--- config.mk ---
export PLATFORM = sky130hd
export DESIGN_NAME = rotl_onehot_array
export DESIGN_NICKNAME = d
export VERILOG_FILES = /design/src/rtl/rotl_onehot_array.sv
export SDC_FILE = /design/constraint.sdc
export NUM_CORES = 1
export LEC_CHECK = 0
export ABC_AREA = 1
export CELL_PAD_IN_SITES_DETAIL_PLACEMENT = 1
export CELL_PAD_IN_SITES_GLOBAL_PLACEMENT = 2
export CORE_AREA = 10 10 47 49
export DETAILED_ROUTE_END_ITERATION = 8
export DIE_AREA = 0 0 57 59
export GPL_ROUTABILITY_DRIVEN = 0
export PLACE_DENSITY_LB_ADDON = 0.3
export SLEW_MARGIN = 30
export SYNTH_ARGS = -nofsm -noshare
export SYNTH_HDL_FRONTEND = slang
export SYNTH_SLANG_ARGS = --single-unit
--- constraint.sdc ---
create_clock -name vclk -period 0.8
set_input_delay 0.16 -clock vclk [all_inputs]
set_output_delay 0.16 -clock vclk [all_outputs]
set_load 0.01 [all_outputs]
--- src/rtl/rotl_onehot_array.sv ---
module rotl_onehot_array #(
  parameter int WIDTH = 4
) (
  input  logic [WIDTH-1:0] sel,
  input  logic [WIDTH-1:0] d,
  output logic [WIDTH-1:0] q,
  output logic             fault
);

  localparam int DBL = 2 * WIDTH;

  logic [WIDTH-1:0] lane [WIDTH];
  logic [WIDTH-1:0] merged;
  logic             single;
  logic             any;

  genvar k;
  generate
    for (k = 0; k < WIDTH; k++) begin : g_lane
      logic [DBL-1:0] twice;
      assign twice   = {d, d} >> (WIDTH - k);
      assign lane[k] = twice[WIDTH-1:0] & {WIDTH{sel[k]}};
    end
  endgenerate

  always_comb begin
    merged = '0;
    for (int i = 0; i < WIDTH; i++) merged = merged | lane[i];
  end

  assign any    = |sel;
  assign single = any && ((sel & (sel - 1'b1)) == '0);
  assign q      = single ? merged : '0;
  assign fault  = any && !single;

endmodule

# Yosys cells after proc, flatten, opt, wreduce, memory -nomap -nowiden
# Cells that the tools add are included.
word_totals:
  reg_bits: 0
  latch_bits: 0
  ramBits: 0
  rom_bits: 0
  input_bits: 8
  wordCells: 15
  n_memories: 0
classes:
  n_addsub: 1
  multipliers: 0
  div: 0
  n_lt_le_gt_ge: 0
  n_eq_ne: 0
  shift: 0
  n_mux: 1
  n_bitwise: 8
  reduce_logical: 5
op_table:
  columns: ["operator", "n"]
  rows:
  - ["bitwise AND 4 bit", 5]
  - ["bitwise OR 4 bit", 3]
  - ["logical NOT 4 bit", 1]
  - ["two-way mux 4 bit", 1]
  - ["OR reduction 4 bit", 1]
  - ["subtractor 4 x 1 -> 4 bit, second input constant", 1]
  - ["logical AND 1 bit", 2]
  - ["logical NOT 1 bit", 1]

# Logic depth before layout (Yosys ltp)
# Gate-level depths: netlist of the first run.
depth:
  ltp_word: 6
  ltp_mapped: 5
  depth_no_buf: 5

# Least setup slack after synthesis of the first run
# Ideal clock, no wire load.
synth_timing:
  path_kind: "input port to output port"
  start: "input port sel[2]"
  end: "output port q[0]"
  arrival_time_ns: 0.614
  t_required_ns: 0.640
  path_slack_ns: 0.026
  path_stages: 5
  n_path_buf: 0
  path_cell_list: "nor2_2 inv_1 nand2_2 nand3_2 nor2_1"
synth_via:
  elab_chain_cells: 5
synth_rtl:
  columns: ["element", "line_no", "source"]
  rows:
  - ["start, declared", "4", "input logic [WIDTH-1:0] sel,"]
  - ["subtractor 4 x 1 -> 4 bit", "32", "assign single = any && ((sel & (sel - 1'b1)) == '0);"]
  - ["bitwise AND 4 bit", "32", null]
  - ["logical NOT 4 bit", "32", null]
  - ["logical AND 1 bit", "32", null]
  - ["two-way mux 4 bit *", "33", "assign q = single ? merged : '0;"]
  - ["end, declared", "6", "output logic [WIDTH-1:0] q,"]
# Every way passes the cells marked *; elsewhere a longest branch is shown, timed or not.

# Worst setup path in the final report of the first run
layout_timing:
  start: "input port d[3]"
  end: "output port q[1]"
layout_via:
  elab_chain_cells: 4
layout_rtl:
  columns: ["element", "line_no", "source"]
  rows:
  - ["start, declared", "5", "input logic [WIDTH-1:0] d,"]
  - ["bitwise AND 4 bit", "22", "assign lane[k] = twice[WIDTH-1:0] & {WIDTH{sel[k]}};"]
  - ["bitwise OR 4 bit (2 in a row)", "28", "for (int i = 0; i < WIDTH; i++) merged = merged | lane[i];"]
  - ["two-way mux 4 bit", "33", null]
# No other way between the ends.

==> impl_metrics.toml, run 1 <==
[status]
status = "complete, but fails checks"
violations = "negative setup slack"

[drt]
vias_per_cell = 3.89
drt_wl_total_um = 849
routed-via-count = 323
ant_nets = 0
drt_first_pass_iters = 1
drc_errors = 0
drtIter0Drc = 0
wl_per_cell_um = 10.2

[flow_run]
maxCapViolations = 0

[grt]
grt_antenna_before_repair = 0
gr-usage-all-layers_pct = 4.61
grt_pass1_vias = 322
overflow = 0
grt_start_max_net_pins = 6
grt_pass1_wl_um = 1370

[placed_design]
dp_cells = 83
hpwl_um = 714
place_ws_ns = -1.07
io_buffers = 13
placed_area_sq_um = 394

[layout]
fillers = 196
finish.instance_area_sq_um = 392
antennaDiodeCount = 0
regArea_sq_um = 0
layout-drive-gt1-share_pct = 41.8
clock_buffers = 0
finalNonFillerCells = 83
fin_nets = 77
area_delta_synth_final_pct = 113
multiInputGateArea_sq_um = 196
seq_cell_count = 0

[sta]
tightest_slew_ns = 0.150
finalSetupViolations = 5
hold_viol_final = 0
rsz0062_at_grt = "yes"
slew_headroom_pct = 90.0
post-route-min-period_ns = 0.989
fin_tns_setup_ns = -0.851
fin_ws_ns = -0.189
drv_slew = 0
timing.fmax_mhz = 1010
period_share_pct = 124

[critical_path]
critPathTopFamily = "buffers and inverters"
critPathRequiredTime_ns = 0.64
slowest_stage = "clkdlybuf4s15_1"
worstPathArrival_ns = 0.83
timing_worst_setup_path_type = "input pin to output port"
end_kind = "output port"
crit_path_cell_trace = "clkdlybuf4s15_1, nand2_1, nand2_1, nor2_1, nor2_2, buf_2"
cp_common_cell = "nand2_1"
max_stage_delay_ns = 0.23
critPathBufInv = 2
cp-start-kind = "input pin"
critical_path.max_fanout = 4

[synth]
synth_largest_area_cell = "nand2_1"
yosysTopAreaCellShare_pct = 61.2
synthMostInstantiatedCell = "nand2_1"
ys_types = 7
synth-seq-area-share_pct = 0
syn_nets = 54
synth.top_cells.by_count = "30 x nand2_1, 9 x nor2_1, 3 x inv_1"
netlist_area_sq_um = 184
syn_inst = 46
yosys_warnings = 0
synth.avg_cell_area_sq_um = 4.00
netlist_top_cells_area = "nand2_1 61%, nor2_1 18%, inv_1 6.1%"

[floorplanning]
start_util_pct = 13.1
dieWidth_um = 57
row_count = 14
core_region_area_sq_um = 1400
dieArea_sq_um = 3360
ios = 13
die_h_um = 59

[pwr]
p_total_uw = 220
peakVddDrop_v = 0.000137
p_per_area_nw_per_um2 = 562
leakagePower_nw = 0.238

[cts]
cts_setup_buffers = 0
cts-hold-fix-buffers = 0

[min_path]
min-delay-path-class = "input pin to output port"
-- logic make-up after synthesis --
logic type,Yosys count,share of synthesized area [%]
AND/OR/NAND/NOR,42,91.8
buffers and inverters,4,8.16
-- layout by cell type, fill, tap and decap left out --
cell	netlist	final
clkbuf_2	0	2
inv_1	3	2
buf_6	0	2
nand2_1	30	29
buf_4	0	9
nor2_2	1	3
nor2_1	9	6
nand2_2	1	1
nor2_4	0	1
nand3_4	0	1
nand2_4	0	1
clkdlybuf4s15_1	0	2
inv_2	1	2
buf_8	0	1
buf_2	0	5
-- metal layers --
layer  vias up  wire, um  track usage [%]
met5         -         0                0
met4         0         0                0
met3         0         9            0.429
met2         5       421             9.30
met1       141       418             5.30
li1        177         -                -
-- metrics by stage --
step / hold slack [ns] / util (%)
CTS: 0.800 / 28.1
detailed placement: 1.53 / 28.1
global placement: 1.52 / 28.1
floorplan: 0.529 / -
global route: 0.832 / 27.9
finish: 0.794 / 27.9
-- power breakdown --
part           switching [mW]  leakage (nW)  internal, mW
logic                   0.112         0.238         0.108
clock network               0             0             0
registers                   0             0             0
total                   0.112         0.238         0.108
-- timing repair --
action,4_1_cts,5_1_grt
endpoints found under the setup margin,5,5
pin swaps,5,4
resized for setup,57,5
-- final cells by class --
class,instances,share of cell area [%]
repair buffers,21,40.9
multi-input cells,42,50.2
inverters,4,3.83
well taps,16,5.11
-- worst paths after layout --
check             slack, ns    from    to  depth (start not counted)
hold / removal         0.79  sel[3]  q[2]                          7
setup / recovery      -0.19    d[3]  q[1]                          6
Power figures use the tool's default switching activity.
==> run 2: changes to the inputs <==
==> constraint.sdc (replaced) <==
create_clock -name vclk -period 1.25
set_input_delay 0.25 -clock vclk [all_inputs]
set_output_delay 0.25 -clock vclk [all_outputs]
set_load 0.01 [all_outputs]
==> impl_metrics.toml, run 2 (synthesis results as in run 1) <==
[status]
status = "finished clean"

[critical_path]
critPathRequiredTime_ns = 1.00
critical_path.max_fanout = 4
timing_worst_setup_path_type = "input pin to output port"
end_kind = "output port"
worstPathArrival_ns = 0.98
cp-start-kind = "input pin"

[drt]
drc_errors = 0
drtIter0Drc = 1
wl_per_cell_um = 10.7
vias_per_cell = 3.99
drt_first_pass_iters = 4
routed-via-count = 331
ant_nets = 0
drt_wl_total_um = 891

[sta]
hold_viol_final = 0
timing.fmax_mhz = 815
period_share_pct = 98.1
tightest_slew_ns = 0.157
slew_headroom_pct = 89.6
post-route-min-period_ns = 1.23
finalSetupViolations = 0
fin_ws_ns = 0.0231
drv_slew = 0

[pwr]
peakVddDrop_v = 0.000115
p_per_area_nw_per_um2 = 362
leakagePower_nw = 0.233

[grt]
grt_antenna_before_repair = 0
grt_start_max_net_pins = 6
grt_pass1_vias = 325
overflow = 0
grt_pass1_wl_um = 1500
gr-usage-all-layers_pct = 5.05

[layout]
mostFrequentLayoutCell = "nand2_1"
fin_nets = 77
antennaDiodeCount = 0
finish.instance_area_sq_um = 393
area_delta_synth_final_pct = 114
regArea_sq_um = 0
seq_cell_count = 0
multiInputGateArea_sq_um = 204
final_cell_mix = "27 x nand2_1, 9 x buf_4, 6 x buf_2, 5 x nor2_1"
fillers = 197
layout-drive-gt1-share_pct = 46.3
clock_buffers = 0

[floorplanning]
die_h_um = 59
row_count = 14
core_region_area_sq_um = 1400
dieWidth_um = 57
ios = 13
start_util_pct = 13.1
dieArea_sq_um = 3360

[placed_design]
hpwl_um = 772
placed_area_sq_um = 394
io_buffers = 13
place_ws_ns = -0.785

[flow_run]
maxCapViolations = 0

[min_path]
min-delay-path-class = "input pin to output port"

[cts]
cts-hold-fix-buffers = 0
run 2: cell count changes in the layout (fill, tap and decap cells not counted), sizes merged:
cell,previous run,this run
dlygate4sd2,0,2
clkbuf,2,1
buf,17,16
run 2: final timing paths:
kind                  startpoint   end  slack, ns  cells past startpoint
worst min-delay path      sel[3]  q[0]       0.95                      6
worst max-delay path        d[1]  q[2]       0.02                      6
run 2: power by group:
part | switching (mW) | internal [mW]
Sequential | 0 | 0
Combinational | 0.0755 | 0.0669
Clock | 0 | 0
Total | 0.0755 | 0.0669
run 2: worst max-delay path, cell delays in order:
cell and delay [ns]:
dlygate4sd2_1 0.27, nand2_1 0.08, nand2_1 0.07, nor2_2 0.13, nor2_2 0.05, buf_2 0.13
run 2: area by class of cell:
type | instances | share of cell area, %
Inverter | 4 | 3.82
Multi-Input combinational cell | 42 | 51.9
Tap cell | 16 | 5.10
Timing Repair Buffer | 21 | 39.2
run 2: per-stage QoR:
step                std cells  total power, mW  utilization [%]  hold WS (ns)  TNS (ns)
finish                     83            0.142             28.0         0.954         0
global placement           83            0.146             28.1          1.71     -3.85
global route               83            0.161             28.0          1.00   -0.0520
CTS                        83            0.127             25.1         0.973         0
floorplan                  46           0.0508                -         0.709         0
detailed placement         83            0.146             28.1          1.71     -3.87
run 2: metal layers:
layer	vias to the layer above	track usage, %	part of all wire, %
met4	0	0	0
met5	-	0	0
li1	177	-	-
met3	0	0.644	2.5
met2	5	8.99	52
met1	149	6.63	45
run 2: repair_timing:
item                                    in CTS  in global routing
gates resized for setup                     41                 18
setup buffers                                0                  0
pin swaps                                    3                  6
endpoints found under the setup margin       5                  4
